### config.mk
export PLATFORM = sky130hd
export DESIGN_NAME = flash_wr_arb
export DESIGN_NICKNAME = d
export VERILOG_FILES = /design/src/rtl/fwa_pkg.sv /design/src/rtl/fwa_rst_sync.sv /design/src/rtl/fwa_prog_timer.sv /design/src/rtl/fwa_sticky_flag.sv /design/src/rtl/fwa_fall_det.sv /design/src/rtl/flash_wr_arb.sv
export SDC_FILE = /design/constraint.sdc
export NUM_CORES = 1
export LEC_CHECK = 0
export BUFFER_PORTS_ARGS = -buffer_cell sky130_fd_sc_hd__buf_4
export CAP_MARGIN = 10
export CORE_ASPECT_RATIO = 0.6
export CORE_UTILIZATION = 35
export DETAILED_ROUTE_END_ITERATION = 12
export GPL_ROUTABILITY_DRIVEN = 0
export HOLD_SLACK_MARGIN = 0.15
export PLACE_DENSITY = 0.74
export SKIP_LAST_GASP = 1
export SYNTH_ARGS = -nofsm -noshare
export SYNTH_HDL_FRONTEND = slang
export SYNTH_SLANG_ARGS = --single-unit
### constraint.sdc
create_clock -name clk -period 2 [get_ports clk]
set_input_delay 0.4 -clock clk [delete_from_list [all_inputs] [get_ports clk]]
set_output_delay 0.4 -clock clk [all_outputs]
set_load 0.005 [all_outputs]
### src/rtl/fwa_pkg.sv
package fwa_pkg;
  localparam int unsigned NUM_COL = 2;
  typedef enum logic [0:0] {
    COL_REFUSED = 1'b0,
    COL_SKIPPED = 1'b1
  } col_idx_e;
endpackage

### src/rtl/fwa_rst_sync.sv
module fwa_rst_sync #(
  parameter int unsigned STAGES = 2
) (
  input  logic clk,
  input  logic rst_n,
  output logic rst_n_sync
);
  logic [STAGES-1:0] sh_q;

  always_ff @(posedge clk or negedge rst_n) begin
    if (!rst_n) sh_q <= '0;
    else        sh_q <= {sh_q[STAGES-2:0], 1'b1};
  end

  assign rst_n_sync = sh_q[STAGES-1];
endmodule

### src/rtl/fwa_prog_timer.sv
module fwa_prog_timer #(
  parameter int unsigned PROG_CYCLES = 420
) (
  input  logic clk,
  input  logic rst_n,
  input  logic load,
  output logic busy
);
  localparam int unsigned CW = $clog2(PROG_CYCLES + 1);
  localparam logic [CW-1:0] LOAD_VAL = CW'(PROG_CYCLES);

  logic [CW-1:0] cnt_q, cnt_d;
  logic          cnt_en;

  assign busy   = (cnt_q != '0);
  assign cnt_en = load | busy;

  always_comb begin
    cnt_d = cnt_q;
    if (load)      cnt_d = LOAD_VAL;
    else if (busy) cnt_d = cnt_q - 1'b1;
  end

  always_ff @(posedge clk or negedge rst_n) begin
    if (!rst_n)      cnt_q <= '0;
    else if (cnt_en) cnt_q <= cnt_d;
  end
endmodule

### src/rtl/fwa_sticky_flag.sv
module fwa_sticky_flag (
  input  logic clk,
  input  logic rst_n,
  input  logic set,
  input  logic clr,
  output logic flag
);
  logic flag_d, flag_en;

  assign flag_en = set | clr;

  always_comb begin
    flag_d = flag;
    if (set)      flag_d = 1'b1;
    else if (clr) flag_d = 1'b0;
  end

  always_ff @(posedge clk or negedge rst_n) begin
    if (!rst_n)       flag <= 1'b0;
    else if (flag_en) flag <= flag_d;
  end
endmodule

### src/rtl/fwa_fall_det.sv
module fwa_fall_det (
  input  logic clk,
  input  logic rst_n,
  input  logic sig,
  output logic fall
);
  logic sig_q;

  always_ff @(posedge clk or negedge rst_n) begin
    if (!rst_n) sig_q <= 1'b0;
    else        sig_q <= sig;
  end

  assign fall = sig_q & ~sig;
endmodule

### src/rtl/flash_wr_arb.sv
module flash_wr_arb #(
  parameter int unsigned AW          = 16,
  parameter int unsigned DW          = 8,
  parameter int unsigned PROG_CYCLES = 420
) (
  input  logic          clk,
  input  logic          rst_n,
  input  logic          gie,
  input  logic          cfg_we,
  input  logic          cfg_wdata,
  input  logic          st_valid,
  input  logic [AW-1:0] st_addr,
  input  logic [DW-1:0] st_data,
  input  logic          eng_busy,
  input  logic          eng_pass_due,
  input  logic [1:0]    flag_clr,
  output logic          pwe,
  output logic          ram_we,
  output logic          fl_we,
  output logic [AW-1:0] mem_addr,
  output logic [DW-1:0] mem_data,
  output logic          wr_busy,
  output logic          pass_go,
  output logic          pass_skip,
  output logic          col0_irq,
  output logic          col1_irq,
  output logic          idle_pulse
);
  import fwa_pkg::*;

  logic rst_sync_n;
  logic pwe_q, pwe_d, pwe_en;
  logic fl_req, eng_active, accept, refuse;
  logic [NUM_COL-1:0] col_set, col_flag;

  fwa_rst_sync #(.STAGES(2)) u_rst (
    .clk(clk), .rst_n(rst_n), .rst_n_sync(rst_sync_n)
  );

  // program-enable bit: software may update it only with interrupts off
  assign pwe_en = cfg_we & ~gie;
  assign pwe_d  = cfg_wdata;

  always_ff @(posedge clk or negedge rst_sync_n) begin
    if (!rst_sync_n)  pwe_q <= 1'b0;
    else if (pwe_en)  pwe_q <= pwe_d;
  end

  // steering and arbitration
  assign fl_req     = st_valid & pwe_q;
  assign eng_active = eng_busy | eng_pass_due;
  assign accept     = fl_req & ~eng_active & ~wr_busy;
  assign refuse     = fl_req & eng_active;

  assign ram_we    = st_valid & ~pwe_q;
  assign fl_we     = accept;
  assign mem_addr  = st_addr;
  assign mem_data  = st_data;
  assign pwe       = pwe_q;
  assign pass_skip = eng_pass_due & wr_busy;
  assign pass_go   = eng_pass_due & ~wr_busy;

  fwa_prog_timer #(.PROG_CYCLES(PROG_CYCLES)) u_timer (
    .clk(clk), .rst_n(rst_sync_n), .load(accept), .busy(wr_busy)
  );

  assign col_set[COL_REFUSED] = refuse;
  assign col_set[COL_SKIPPED] = pass_skip;

  for (genvar g = 0; g < NUM_COL; g++) begin : g_col
    fwa_sticky_flag u_flag (
      .clk(clk), .rst_n(rst_sync_n),
      .set(col_set[g]), .clr(flag_clr[g]), .flag(col_flag[g])
    );
  end

  assign col0_irq = col_flag[COL_REFUSED];
  assign col1_irq = col_flag[COL_SKIPPED];

  fwa_fall_det u_idle (
    .clk(clk), .rst_n(rst_sync_n), .sig(eng_busy), .fall(idle_pulse)
  );
endmodule

Yosys cells after proc, flatten, opt, wreduce, memory -nomap -nowiden --
Index checks and enable logic that the tools add are counted.
Word-level totals: register bits after elaboration 15, bits of input ports 34, output and inout bits 33
Cells by class: add/sub/neg operators 1, muxes and demuxes 6, bitwise operators 18, reductions and logical operators 7
Operators with widths (count):
- 9-bit 2-to-1 mux | 2
- 1-bit AND | 9
- 9-bit nonzero test | 1
- 9-bit by 1-bit subtractor with 9-bit output, second input constant | 1
- 2-bit AND reduction | 3
- 2-bit nonzero test | 3
- 1-bit NOT | 5
- 1-bit 2-to-1 mux | 4
- 1-bit OR | 4

Longest topological paths before layout --
word-level depth 6, mapped depth 7, depth with buffers taken out 7

Modules after synthesis --
A second synthesis with hierarchy kept.
Second synthesis, totals: cells, all modules 92, area, all modules 894.6 um^2
Modules (own cells, without submodules):
- fwa_prog_timer | times used 1, cells each 47, area an instance 459.2 um^2
- flash_wr_arb | times used 1, cells each 34, area an instance 270.3 um^2
- fwa_sticky_flag | times used 2, cells each 3, area an instance 36.3 um^2
- fwa_rst_sync | times used 1, cells each 3, area an instance 53.8 um^2
- fwa_fall_det | times used 1, cells each 2, area an instance 38.8 um^2

Worst setup path after synthesis --
OpenSTA, ideal clock, no wires.
path kind register to output, from register u_timer.cnt_q[6], to output port pass_skip, data arrival time 1.590 ns, data required time 1.600 ns, setup slack 0.010 ns, stages on the path, launching flop included 5, path buffers 0, cell sequence dfrtp_1 or4_4 nor4_4 inv_4 and2_4
Between the ends: word-level cells in the longest chain between the ends 2
RTL lines:
- from (decl) | line fwa_prog_timer.sv:12 | logic [CW-1:0] cnt_q, cnt_d;
- from (signal assigned) | line fwa_prog_timer.sv:26 | else if (cnt_en) cnt_q <= cnt_d;
- 9-bit nonzero test | line fwa_prog_timer.sv:15 | assign busy = (cnt_q != '0);
- via wr_busy | line flash_wr_arb.sv:22 | output logic wr_busy,
- 1-bit AND | line flash_wr_arb.sv:60 | assign pass_skip = eng_pass_due & wr_busy;
- to (decl) | line flash_wr_arb.sv:24 | output logic pass_skip,
The timed path passes the listed nets, and every way through them passes these cells.

Worst setup path in the final report --
from register u_timer.cnt_q[4], to output port pass_skip
Between the ends: word-level cells in the longest chain between the ends 2
RTL lines (line):
- 9-bit nonzero test | fwa_prog_timer.sv:15
- 1-bit AND | flash_wr_arb.sv:60
Every way passes these cells.

==> impl_summary.txt <==
----------------------------------------------------
[Clock network]
  TritonCTS clock tree ... yes
  Clk sink count ... 15
  Clock tree buffer depth ... 2
  CTS clk-pin slew, worst paths ... 0.06 ns
  Number of H-tree levels ... 1
  CTS root buffer ... clkbuf_8
  Number of CTS-inserted buffers ... 3
  Latest clock arrival within the worst-skew pair ... 0.25 ns

[Floorplan]
  Area of the core ... between 2000 and 2500 um2
  Area of the die ... about 2700 um2
  Floorplan row count ... 13
  Die extent in y ... slightly above 40 um
  Number of top-level pins ... 67
  DIE WIDTH ... around 66 um
  Initial cell density of the core ... 0.3857

[STA]
  Min Hold Slack ... about 0.23 ns
  Hold Violations, Final ... 0
  Maximum achievable frequency ... 448.8 MHz
  Final critical-path share of the clock period ... 1.114
  Unrepaired setup endpoints after global routing ... yes
  Max-slew violation count ... 0
  Worst-case headroom to the max-slew limit ... 0.6323
  Number of setup violations in the final report ... 4
  Setup clock skew after layout ... approximately 0.003 ns
  Setup tns final ... -0.7960 ns
  Worst slew pin tran ... 0.5474 ns
  PnR worst setup slack ... -0.2283 ns
  Final period demand of the worst path ... 2.228 ns

[Setup path]
  Reg-to-Reg Start ... u_timer.cnt_q[4]$_DFFE_PN0P_
  Data arrival time of the critical path ... approximately 1.8 ns
  End of the worst register-to-register path ... u_timer.cnt_q[1]$_DFFE_PN0P_
  R2R setup slack ... approximately 0.12 ns
  CP max-delay cell ... or4_4
  Required time of the critical path ... approximately 1.6 ns
  Biggest cell delay along the critical path ... 0.57 ns
  Critical path endpoint category ... output port
  Capturing element of the worst setup path ... pass_skip
  Critical Path Fanout Max ... 5
  Cells along the critical path ... or4_4 > nor4_4 > buf_4 > inv_4 > and2_4 > buf_6
  Startpoint of the worst setup timing path ... u_timer.cnt_q[4]$_DFFE_PN0P_
  Reg2reg path depth ... 8
  Worst setup SP type ... flop
  Crit path kind ... flop to output port

[Synth]
  Mapped Nets ... approximately 120
  Netlist area before placement ... between 800 and 900 um2
  Largest cells by area after synthesis ... dfrtp_1 43%, buf_4 21%, a21oi_1 2.9%, nor4_4 2.5%, nor3_1 2.3%
  Ys Warns ... 0
  Count of flip-flops with a built-in enable after synthesis ... 0
  Cell count after synthesis ... 88
  Share of Yosys cell area claimed by the top area cell type ... 0.4335
  Main synth FF type ... dfrtp_1
  Count of unique library cells instantiated by Yosys ... 29
  Dominant cell by count in the synthesized netlist ... buf_4
  Avg Cell Area, Syn ... just under 10 um2
  Library cell occupying the most area in the post-synthesis netlist ... dfrtp_1
  Number of flip-flops and latches in the synthesized netlist ... 15
  Async set-reset flop share out of synthesis ... 1.000
  Seq/Total Area, Yosys ... 0.4335
  Commonest cells in the netlist ... 24 x buf_4, 15 x dfrtp_1, 5 x a21oi_1, 5 x nand2_1

[Layout]
  Number of diodes ... 0
  Post-route insts no fill ... 132
  Net count, final ... about 140
  Total non-filler cell area in the finished layout ... 1042 um2
  Fraction of layout cells with a size suffix above 1 ... 0.4412
  Final Core Density ... 0.4643
  Area growth from synthesis to layout ... 20.38%

[Place]
  Sum of net half-perimeters after detailed placement ... approximately 1300 um
  Placed Cells incl. Taps ... roughly 120
  Number of port buffers ... 18
  Post-detailed-placement cell area ... between 900 and 1000 um2
  Worst slack after detailed placement ... -0.09276 ns

[Flow run]
  Number of max-capacitance violations reported ... 0

[Power]
  Standby leakage power ... 0.4988 nW
  Cell area power density ... 597.1 nW/um2
  Power consumption ... between 600 and 700 uW
  Worst vdd ir ... roughly 0.42 mV

[Routing]
  Total via count after detailed routing ... about 600
  Routed len/inst ... ~13 um
  DRC marker count from the first detailed-route iteration ... 38
  First-pass DRT Iterations ... 4
  Post-Route WL ... ~1700 um
  Routed Antenna Nets ... 0
  Detail-routed via count per cell ... ~4.6
  Post-route DRC ... 0

[Status]
  Result of the run ... complete, but fails checks
  Violated checks ... setup timing

[Global routing]
  Number of global-route vias before repair ... 566
  Number of antenna violations at the first check in global routing ... 0
  Global router's overall resource usage ... 0.1373
  Wire length of the first global-routing pass ... 2511 um
  Largest net degree at the start of global routing ... 14
  Sum of overflow across all layers after global routing ... 0

[Min path]
  Worst min-delay path category ... flop to async pin

----------------------------------------------------
[kinds of logic after synthesis]
logic type / after synthesis / share of synthesized area
xor+xnor: 2 / 0.02023
other cells: 1 / 0.004331
buf+inv: 29 / 0.2327
mux: 2 / 0.02457
fa+ha+maj: 1 / 0.01445
compound gates: 11 / 0.07659
simple gates: 27 / 0.1936
flops: 15 / 0.4335
[cells in the final DEF, fill, tap and decap left out, types with 2 or more instances in the layout]
cell	n
nor4_1	2
inv_1	4
clkbuf_8	3
nand2_1	5
nor2b_1	3
buf_4	30
buf_6	3
nor2_1	3
a21oi_1	5
a21o_1	2
nor3_1	4
dfrtp_1	15
and2_4	2
[area by class of cell]
type / instances / area, um2
repair buffers: 34 / 269.0
inverters: 5 / 21.27
flip-flops and latches: 15 / 375.4
multi-input cells: 44 / 292.8
clock inverters: 1 / 5.005
clock buffers: 3 / 41.29
well taps: 30 / 37.54
fillers: 221 / 1202
[worst min path at each step]
stage / startpoint / end / slack [ns] / cells past startpoint
after global placement: rst_n / u_rst.sh_q[0]$_DFF_PN0_ / 0.18 / 1
after global routing: u_rst.sh_q[1]$_DFF_PN0_ / pwe$_DFFE_PN0P_ / 0.27 / 0
after CTS: u_rst.sh_q[1]$_DFF_PN0_ / pwe$_DFFE_PN0P_ / 0.24 / 0
after detailed placement: rst_n / u_rst.sh_q[0]$_DFF_PN0_ / 0.18 / 1
final: u_rst.sh_q[1]$_DFF_PN0_ / u_timer.cnt_q[8]$_DFFE_PN0P_ / 0.23 / 0
after floorplan: rst_n / u_rst.sh_q[0]$_DFF_PN0_ / 0.10 / 0
[what timing repair did]
item,CTS,global route
pin swaps,4,0
setup buffers,5,1
resized for setup,3,2
hold endpoints to repair,2,0
hold buffers,1,0
gates cloned,0,0
endpoints found under the setup margin,4,4
[layer usage]
metal  track usage  part of all wire  up-vias
met1        0.1501              0.43      286
met5             0                 0        -
li1              -                 -      296
met2        0.2474              0.50       25
met4       0.04787            0.0054        0
met3       0.05966             0.066        2
[flip-flops by register name (all words and copies together) (netlist names)]
register and cells:
pwe 1, u_timer.cnt_q 9, u_rst.sh_q 2, u_idle.sig_q 1
g_col.u_flag.flag 2
[report_power, final]
group	switching, mW	leakage (nW)	internal, mW
combinational	0.0173	0.303	0.0352
clock	0.106	0.0255	0.138
sequential	0.0124	0.170	0.314
total	0.135	0.499	0.487
[critical path, delay by kind of cell, from the launching register on]
family | cells | cell delay (ns)
and+or+nand+nor | 3 | 0.88
DFF | 1 | 0.37
buffers and inverters | 3 | 0.33
Note: power is estimated with default switching activity, not from simulation.
